**config.mk**
```make
export PLATFORM = sky130hd
export DESIGN_NAME = sar_adc_reader
export DESIGN_NICKNAME = d
export VERILOG_FILES = /design/src/rtl/sar_rd_pkg.sv /design/src/rtl/sar_half_timer.sv /design/src/rtl/sar_deser.sv /design/src/rtl/sar_adc_reader.sv
export SDC_FILE = /design/constraint.sdc
export NUM_CORES = 1
export LEC_CHECK = 0
export CAP_MARGIN = 10
export CORE_ASPECT_RATIO = 0.5
export CORE_MARGIN = 2
export CORE_UTILIZATION = 50
export DETAILED_ROUTE_END_ITERATION = 8
export GPL_ROUTABILITY_DRIVEN = 0
export GPL_TIMING_DRIVEN = 0
export PLACE_DENSITY_LB_ADDON = 0.25
export SYNTH_ARGS = -nofsm -noshare
export SYNTH_HDL_FRONTEND = slang
export SYNTH_SLANG_ARGS = --single-unit
```
**constraint.sdc**
```tcl
create_clock -name clk -period 2.4 [get_ports clk]
set_clock_uncertainty 0.2 [all_clocks]
set_input_delay 0.6 -clock clk [delete_from_list [all_inputs] [get_ports clk]]
set_output_delay 0.6 -clock clk [all_outputs]
set_load 0.02 [all_outputs]
```
**src/rtl/sar_rd_pkg.sv**
```systemverilog
package sar_rd_pkg;
  localparam int unsigned DATA_W = 12;
  localparam int unsigned CNT_W  = 5;
  localparam logic [CNT_W-1:0] LEAD_ZEROS = 5'd4;

  typedef enum logic [2:0] {
    ST_IDLE,
    ST_SETUP,
    ST_LOW,
    ST_HIGH,
    ST_QUIET
  } seq_t;

  // result width chosen by the resolution select
  function automatic logic [CNT_W-1:0] res_len(input logic [1:0] sel);
    case (sel)
      2'd0:    res_len = 5'd8;
      2'd1:    res_len = 5'd10;
      default: res_len = 5'd12;
    endcase
  endfunction

  // SCLK cycles per frame: leading zeros plus result bits
  function automatic logic [CNT_W-1:0] frame_len(input logic [1:0] sel);
    frame_len = res_len(sel) + LEAD_ZEROS;
  endfunction

  // keeps only the result bits of the shift register
  function automatic logic [DATA_W-1:0] res_mask(input logic [1:0] sel);
    case (sel)
      2'd0:    res_mask = 12'h0FF;
      2'd1:    res_mask = 12'h3FF;
      default: res_mask = 12'hFFF;
    endcase
  endfunction
endpackage

```
**src/rtl/sar_half_timer.sv**
```systemverilog
module sar_half_timer #(
  parameter int W = 8
) (
  input  logic         clk,
  input  logic         rst_n,
  input  logic         restart_i,
  input  logic [W-1:0] half_i,
  output logic         tick_o
);
  logic [W-1:0] cnt;
  logic [W-1:0] half_eff;

  assign half_eff = (half_i == '0) ? W'(1) : half_i;
  assign tick_o   = (cnt == '0) && !restart_i;

  always_ff @(posedge clk or negedge rst_n) begin
    if (!rst_n)
      cnt <= '0;
    else if (restart_i || cnt == '0)
      cnt <= half_eff - W'(1);
    else
      cnt <= cnt - W'(1);
  end

  // a restart always leaves the counter inside the half-period
  p_reload_range_r3: assert property (@(posedge clk) disable iff (!rst_n)
    $past(restart_i) |-> (cnt < half_eff || $past(half_i) != half_i));
endmodule

```
**src/rtl/sar_deser.sv**
```systemverilog
module sar_deser
  import sar_rd_pkg::*;
(
  input  logic              clk,
  input  logic              rst_n,
  input  logic              clear_i,
  input  logic              cap_i,
  input  logic              bit_i,
  input  logic [CNT_W-1:0]  nbits_i,
  input  logic [1:0]        res_i,
  output logic [DATA_W-1:0] word_o,
  output logic              lead_one_o,
  output logic [CNT_W-1:0]  cnt_o
);
  logic [DATA_W-1:0] sr;
  logic [CNT_W-1:0]  cnt;

  assign cnt_o      = cnt;
  assign word_o     = sr & res_mask(res_i);
  assign lead_one_o = cap_i && bit_i && (cnt < LEAD_ZEROS);

  always_ff @(posedge clk or negedge rst_n) begin
    if (!rst_n) begin
      sr  <= '0;
      cnt <= '0;
    end else if (clear_i) begin
      sr  <= '0;
      cnt <= '0;
    end else if (cap_i) begin
      sr  <= {sr[DATA_W-2:0], bit_i};
      cnt <= cnt + CNT_W'(1);
    end
  end

  // never more captures than the frame has falling edges
  p_cnt_bound_r3: assert property (@(posedge clk) disable iff (!rst_n)
    cnt <= nbits_i);
endmodule

```
**src/rtl/sar_adc_reader.sv**
```systemverilog
module sar_adc_reader
  import sar_rd_pkg::*;
#(
  parameter int DIV_W     = 8,
  parameter int QUIET_CYC = 3
) (
  input  logic              clk,
  input  logic              rst_n,
  input  logic              start_i,
  input  logic              run_i,
  input  logic [DIV_W-1:0]  div_i,
  input  logic [1:0]        res_i,
  input  logic              adc_sdata_i,
  output logic              adc_cs_n_o,
  output logic              adc_sclk_o,
  output logic [DATA_W-1:0] data_o,
  output logic              valid_o,
  output logic              frame_err_o
);
  localparam int Q_W = $clog2(QUIET_CYC + 1);

  seq_t              state;
  logic              cs_n_q, sclk_q, valid_q, err_q, pend_q;
  logic [DIV_W-1:0]  div_q;
  logic [1:0]        res_q;
  logic [Q_W-1:0]    qcnt;
  logic [DATA_W-1:0] data_q;

  // named internal events
  logic              tick, req, can_go, launch, cap_ev, last_ev, lead_one;
  logic [CNT_W-1:0]  bit_cnt, nbits;
  logic [DATA_W-1:0] word;
  logic [DIV_W-1:0]  half_sel;

  assign nbits    = frame_len(res_q);
  assign req      = start_i || pend_q || run_i;
  assign can_go   = (state == ST_IDLE) || (state == ST_QUIET && qcnt == '0);
  assign launch   = can_go && req;
  assign cap_ev   = tick && (state == ST_SETUP || state == ST_HIGH);
  assign last_ev  = tick && (state == ST_LOW) && (bit_cnt == nbits);
  assign half_sel = launch ? div_i : div_q;

  sar_half_timer #(.W(DIV_W)) u_timer (
    .clk       (clk),
    .rst_n     (rst_n),
    .restart_i (launch),
    .half_i    (half_sel),
    .tick_o    (tick)
  );

  sar_deser u_deser (
    .clk        (clk),
    .rst_n      (rst_n),
    .clear_i    (launch),
    .cap_i      (cap_ev),
    .bit_i      (adc_sdata_i),
    .nbits_i    (nbits),
    .res_i      (res_q),
    .word_o     (word),
    .lead_one_o (lead_one),
    .cnt_o      (bit_cnt)
  );

  always_ff @(posedge clk or negedge rst_n) begin
    if (!rst_n) begin
      state   <= ST_IDLE;
      cs_n_q  <= 1'b1;
      sclk_q  <= 1'b1;
      valid_q <= 1'b0;
      err_q   <= 1'b0;
      pend_q  <= 1'b0;
      div_q   <= '0;
      res_q   <= 2'd2;
      qcnt    <= '0;
      data_q  <= '0;
    end else begin
      valid_q <= 1'b0;
      err_q   <= err_q || lead_one;
      if (launch)
        pend_q <= 1'b0;
      else if (start_i)
        pend_q <= 1'b1;
      unique case (state)
        ST_IDLE, ST_QUIET: begin
          if (launch) begin
            state  <= ST_SETUP;
            cs_n_q <= 1'b0;
            div_q  <= div_i;
            res_q  <= res_i;
          end else if (state == ST_QUIET) begin
            if (qcnt == '0) state <= ST_IDLE;
            else            qcnt  <= qcnt - Q_W'(1);
          end
        end
        ST_SETUP, ST_HIGH: begin
          if (tick) begin
            sclk_q <= 1'b0;
            state  <= ST_LOW;
          end
        end
        ST_LOW: begin
          if (tick) begin
            sclk_q <= 1'b1;
            if (last_ev) begin
              cs_n_q  <= 1'b1;
              valid_q <= 1'b1;
              data_q  <= word;
              qcnt    <= Q_W'(QUIET_CYC - 1);
              state   <= ST_QUIET;
            end else begin
              state <= ST_HIGH;
            end
          end
        end
        default: state <= ST_IDLE;
      endcase
    end
  end

  assign adc_cs_n_o  = cs_n_q;
  assign adc_sclk_o  = sclk_q;
  assign data_o      = data_q;
  assign valid_o     = valid_q;
  assign frame_err_o = err_q;

  // checker state: length of the current chip-select high run
  logic [Q_W-1:0] hi_run;
  logic           seen_frame;
  always_ff @(posedge clk or negedge rst_n) begin
    if (!rst_n) begin
      hi_run     <= '0;
      seen_frame <= 1'b0;
    end else begin
      if (valid_q) seen_frame <= 1'b1;
      if (!cs_n_q)
        hi_run <= '0;
      else if (hi_run < Q_W'(QUIET_CYC))
        hi_run <= hi_run + Q_W'(1);
    end
  end

  p_sclk_idle_r3: assert property (@(posedge clk) disable iff (!rst_n)
    cs_n_q |-> sclk_q);
  p_valid_pulse_r5: assert property (@(posedge clk) disable iff (!rst_n)
    valid_q |=> !valid_q);
  p_valid_cs_r5: assert property (@(posedge clk) disable iff (!rst_n)
    valid_q |-> $rose(cs_n_q));
  p_quiet_gap_r6: assert property (@(posedge clk) disable iff (!rst_n)
    (seen_frame && $fell(cs_n_q)) |-> (hi_run >= Q_W'(QUIET_CYC)));
  p_err_sticky_r8: assert property (@(posedge clk) disable iff (!rst_n)
    err_q |=> err_q);
  p_cfg_hold_r9: assert property (@(posedge clk) disable iff (!rst_n)
    (!cs_n_q && $past(!cs_n_q)) |-> ($stable(div_q) && $stable(res_q)));
endmodule

```
---- After elaboration in Yosys (flattened, before gate mapping) ----
Index checks and enable logic that the tools add are counted.
W data, S select, Z words.
storage, ports and cells
  register bits after elaboration ......... 57
  input bits .............................. 15
  output and inout port bits .............. 16
operators by class
  $add $sub $neg .......................... 5
  magnitude comparators ................... 1
  equal/unequal tests ..................... 15
  mux-type cells .......................... 34
  bitwise gates (word level) .............. 1
  reduce and logical (&&, ||, !) cells .... 32
operator list
  kind                   number
  $mux W12               2
  $mux W8                3
  $pmux W12 S2           1
  $mux W3                6
  $logic_not A8 Y1       2
  $sub A8 B1 Y8 const B  2
  $ne A2 B2 Y1 const B   7
  $and A12 B12 Y12       1
  $mux W1                10
  $mux W2                5
  $mux W5                2
  $pmux W3 S3            1
  $logic_and A1 B1 Y1    8
  $reduce_and A4 Y1      2
  $reduce_bool A2 Y1     4
  $eq A3 B2 Y1 const B   2
  $logic_or A1 B1 Y1     6
  $ne A3 B3 Y1 const B   2
  $pmux W3 S2            1
  $reduce_and A3 Y1      2
  $reduce_and A6 Y1      1
  $add A5 B1 Y5 const B  1
  $add A5 B3 Y5 const B  1
  $eq A5 B5 Y1           1
  other kinds (12)       15

---- Depth between registers and ports, before layout ----
  depth in word-level cells ............... 11
  depth in mapped cells ................... 13
  mapped depth without buffers ............ 11

---- Cells and area by module ----
From an unflattened synthesis, not the netlist that was laid out.
unflattened totals
  cells, all modules ...................... 241
  area total of the unflattened synthesis .. 2834.0 µm²
by module, submodules not included
  module          instances  cells an instance  area an instance (µm²)
  sar_adc_reader  1          110                1453.9
  sar_deser       1          75                 848.3
  sar_half_timer  1          56                 531.8

---- Least setup slack after synthesis ----
OpenSTA, ideal clock, no wires.
  path type ............................... input to register
  start point ............................. input port start_i
  end point ............................... register u_timer.cnt[2]
  arrival ................................. 2.464 ns
  path slack .............................. -0.330 ns
  cell stages on the path ................. 9
  cell sequence ........................... nor3_1 > or4_4 > buf_6 > buf_2 > buf_1 > a22oi_1 > ha_1 > or3_1 > nand2_1
on the way
  word-level cells in the longest chain between the ends .. 8
ends and longest elaborated chain
  what                                 RTL line              RTL
  start, declared                      sar_adc_reader.sv:9   input logic start_i,
  $logic_or A1 B1 Y1 (*) (2 in a row)  sar_adc_reader.sv:36  assign req = start_i || pend_q || run_i;
  $logic_and A1 B1 Y1 (*)              sar_adc_reader.sv:38  assign launch = can_go && req;
  $mux W8                              sar_adc_reader.sv:41  assign half_sel = launch ? div_i : div_q;
  $logic_not A8 Y1                     sar_half_timer.sv:13  assign half_eff = (half_i == '0) ? W'(1) : half_i;
  $mux W8                              sar_half_timer.sv:13
  $sub A8 B1 Y8                        sar_half_timer.sv:20  cnt <= half_eff - W'(1);
  $mux W8 (*)                          sar_half_timer.sv:19  else if (restart_i || cnt == '0)
  end signal, assigned                 sar_half_timer.sv:20
  end signal, assigned                 sar_half_timer.sv:22  cnt <= cnt - W'(1);
  end, declared                        sar_half_timer.sv:10  logic [W-1:0] cnt;
Mark *: on every way between the ends. The rest lies on a longest branch, timed or not.
A chain may end at the register's enable or synchronous reset.

---- Final worst setup path ----
  start point ............................. input port start_i
  end point ............................... register u_timer.cnt[6]
Same word-level chain as after synthesis.

==> run metrics <==
combinational power share=30.3%; Worst Path Class, Setup=input pin to flip-flop; core area=0.00498 sq mm; Total Wirelength=5690 um; CTS tree=yes; dpl hpwl=3810 um; Starting Density=52.6%; setup slack after layout=-170 ps; Placed Cells=363; CP Max Fanout=5; Die Ht=55.2 um; element type at the critical path end=flip-flop; slew margin rel.=59.9%; Top Ports=31; drt via density=5.42; Power Density=985 mW/mm^2; Peak Freq=0.389 GHz; synth top area cells=dfrtp_1, nand2_1, o21ai_1; switching share of total power=34.6%; number of synthesized flops with an enable pin=0; Final Non-Filler Cells=389; synthesized net count=280; switching pwr=1.17 mW; Worst Path Required=2460 ps; Final period util=107%; asr flop ratio synth=100%; num rows=18; final setup fails=3; CP startpoint kind=input pin; Port Buffers=30; initial antenna violation count=0; internal power=2.21 mW; most common cell after layout, fill and taps aside=nand2_1; first-pass GRT wire length=9360 um; Layout area overhead=31.2%; path category of the worst min-delay check=flip-flop to flip-flop; synthesized area=0.00262 sq mm; utilization after layout=69.1%; grt total ovfl=0; nets=332; Post-synth top flop=dfrtp_1; Seq/Total Area, Yosys=54.6%; Die W=106 um; post-synth top area cell=dfrtp_1; max_cap viols=0; CTS clk-pin slew, worst paths=60 ps; Vias=2107; clock power share=27.1%; Pleak=1.56 nW; Synth Register Bits=57; TNS Setup=-385 ps; Clock Path Buffers=2; DRC=0; clk_lat worst skew=340 ps; DRT Pass-1 Iters=4; Flop pwr share=42.6%; root buffer cell=clkbuf_8; routed length per instance=14.6 um; GRT Overall Usage=21.5%; Worst Tran Pin Value=602 ps; layout cells sized above 1=19.1%; commonest non-fill, non-tap cells in the layout=nand2_1, dfrtp_1, clkdlybuf4s50_1; DR iter-0 viols=57; crit path time final=2570 ps; crit path DAT=2630 ps; largest net degree at the start of global routing=41; Synth Instances=262; Distinct cells, synth=48; die area=0.00587 sq mm; Synth Area per Inst=10.0 sq um; CTS H-tree lvls=3; status=complete, but fails checks; area fraction of the dominant cell type after synthesis=51.6%; n_diodes=0; Final Slew Violations=0; Syn. warnings=0; RSZ-0062 raised after global routing=true; Clock Sinks=57; # fillers=390; hold_ws=261 ps; failing checks=setup timing; pre-CTS setup slack=-694 ps; antenna viol nets, final=0; clock buffer count from CTS=9; number of global-route vias before repair=2070; VDD IR max=0.559 mV; final hold violation count=0
==> flip-flops by register name, summed over array words and instances, names as in the netlist <==
signal and count:
data_o 12, u_deser.sr 12, div_q 8, u_timer.cnt 8, u_deser.cnt_o 5, state 3, qcnt 2, res_q 2
adc_cs_n_o 1, adc_sclk_o 1, frame_err_o 1, pend_q 1, valid_o 1
==> per-stage QoR <==
step	total power, mW	cell area (sq um)
3_3_place_gp	2.22	3040
4_1_cts	3.26	3330
3_5_place_dp	2.27	3050
6_report	3.39	3440
2_1_floorplan	2.00	2650
5_1_grt	3.57	3440
==> worst max-delay path, stage by stage <==
cell	delay, ps
dlygate4sd2_1	260
nor3_4	70
or4_4	580
buf_8	160
buf_8	110
a22oi_2	190
ha_2	250
o21ai_4	80
nor2_2	160
xor2_1	160
==> power groups by stage <==
stage / registers (mW) / logic, mW / clock network [mW]
2_1_floorplan: 1.37 / 0.628 / 0
3_3_place_gp: 1.41 / 0.810 / 0
3_5_place_dp: 1.42 / 0.854 / 0
4_1_cts: 1.41 / 0.923 / 0.936
5_1_grt: 1.46 / 1.13 / 0.973
6_report: 1.44 / 1.03 / 0.918
==> final timing paths <==
| kind | start | end | slack [ps] | depth (start not counted) |
|---|---|---|---|---|
| min in group asynchronous | rst_n | u_timer.cnt[7] | 530 | 2 |
| min | frame_err_o | frame_err_o | 260 | 1 |
| max reg2reg | qcnt[0] | u_timer.cnt[6] | -160 | 11 |
| max in group asynchronous | rst_n | adc_cs_n_o | 860 | 3 |
| max | start_i | u_timer.cnt[6] | -170 | 10 |
| min reg2reg | frame_err_o | frame_err_o | 260 | 1 |
==> cells by family after synthesis <==
kind of cell             Yosys count  share of synthesized area (%)
buffers and inverters             19                           3.53
adder cells (fa/ha/maj)            3                           1.43
multiplexers                      13                           5.35
flip-flops                        57                           54.6
AO/OA/AOI/OAI                     46                           10.7
XOR/XNOR                           9                           3.01
AND/OR/NAND/NOR                  115                           21.4
==> synth_stat cells (2+ instances only) <==
library cell / n
mux2_1: 8
nor3_1: 6
a31oi_1: 2
o21a_1: 2
nor4_2: 2
inv_1: 6
nand3_1: 7
nand4_1: 4
xnor2_1: 3
dfrtp_1: 54
nor2_1: 17
buf_2: 5
dfstp_2: 3
a22oi_1: 2
clkbuf_1: 4
o21ai_0: 4
mux2i_1: 5
ha_1: 3
nand2b_1: 2
nand2_1: 65
xor2_1: 6
buf_4: 2
a211oi_1: 2
a21oi_1: 6
o21ai_1: 19
==> layout make-up <==
class / count / area [sq um] / area share [%]
Buffer: 11 / 88.8 / 2.58
Timing Repair Buffer: 43 / 412 / 12.0
Multi-Input combinational cell: 186 / 1190 / 34.6
Inverter: 6 / 22.5 / 0.655
Tap cell: 70 / 87.6 / 2.55
Clock inverter: 4 / 51.3 / 1.49
Sequential cell: 57 / 1430 / 41.6
Clock buffer: 12 / 155 / 4.51
==> metal layers <==
layer	vias to the layer above	global-route usage, %	wire [um]
met1	1041	25.3	2570
met3	15	6.56	309
li1	999	-	-
met4	0	11.2	112
met2	52	37.2	2690
met5	-	0	0
==> what timing repair did <==
action / 4_1_cts / 5_1_grt
hold endpoints to repair: 12 / 0
endpoints found under the setup margin: 16 / 36
setup buffers: 7 / 4
hold buffers: 1 / 0
pin swaps: 7 / 6
resized for setup: 9 / 19
Note: power is estimated with default switching activity, not from simulation.
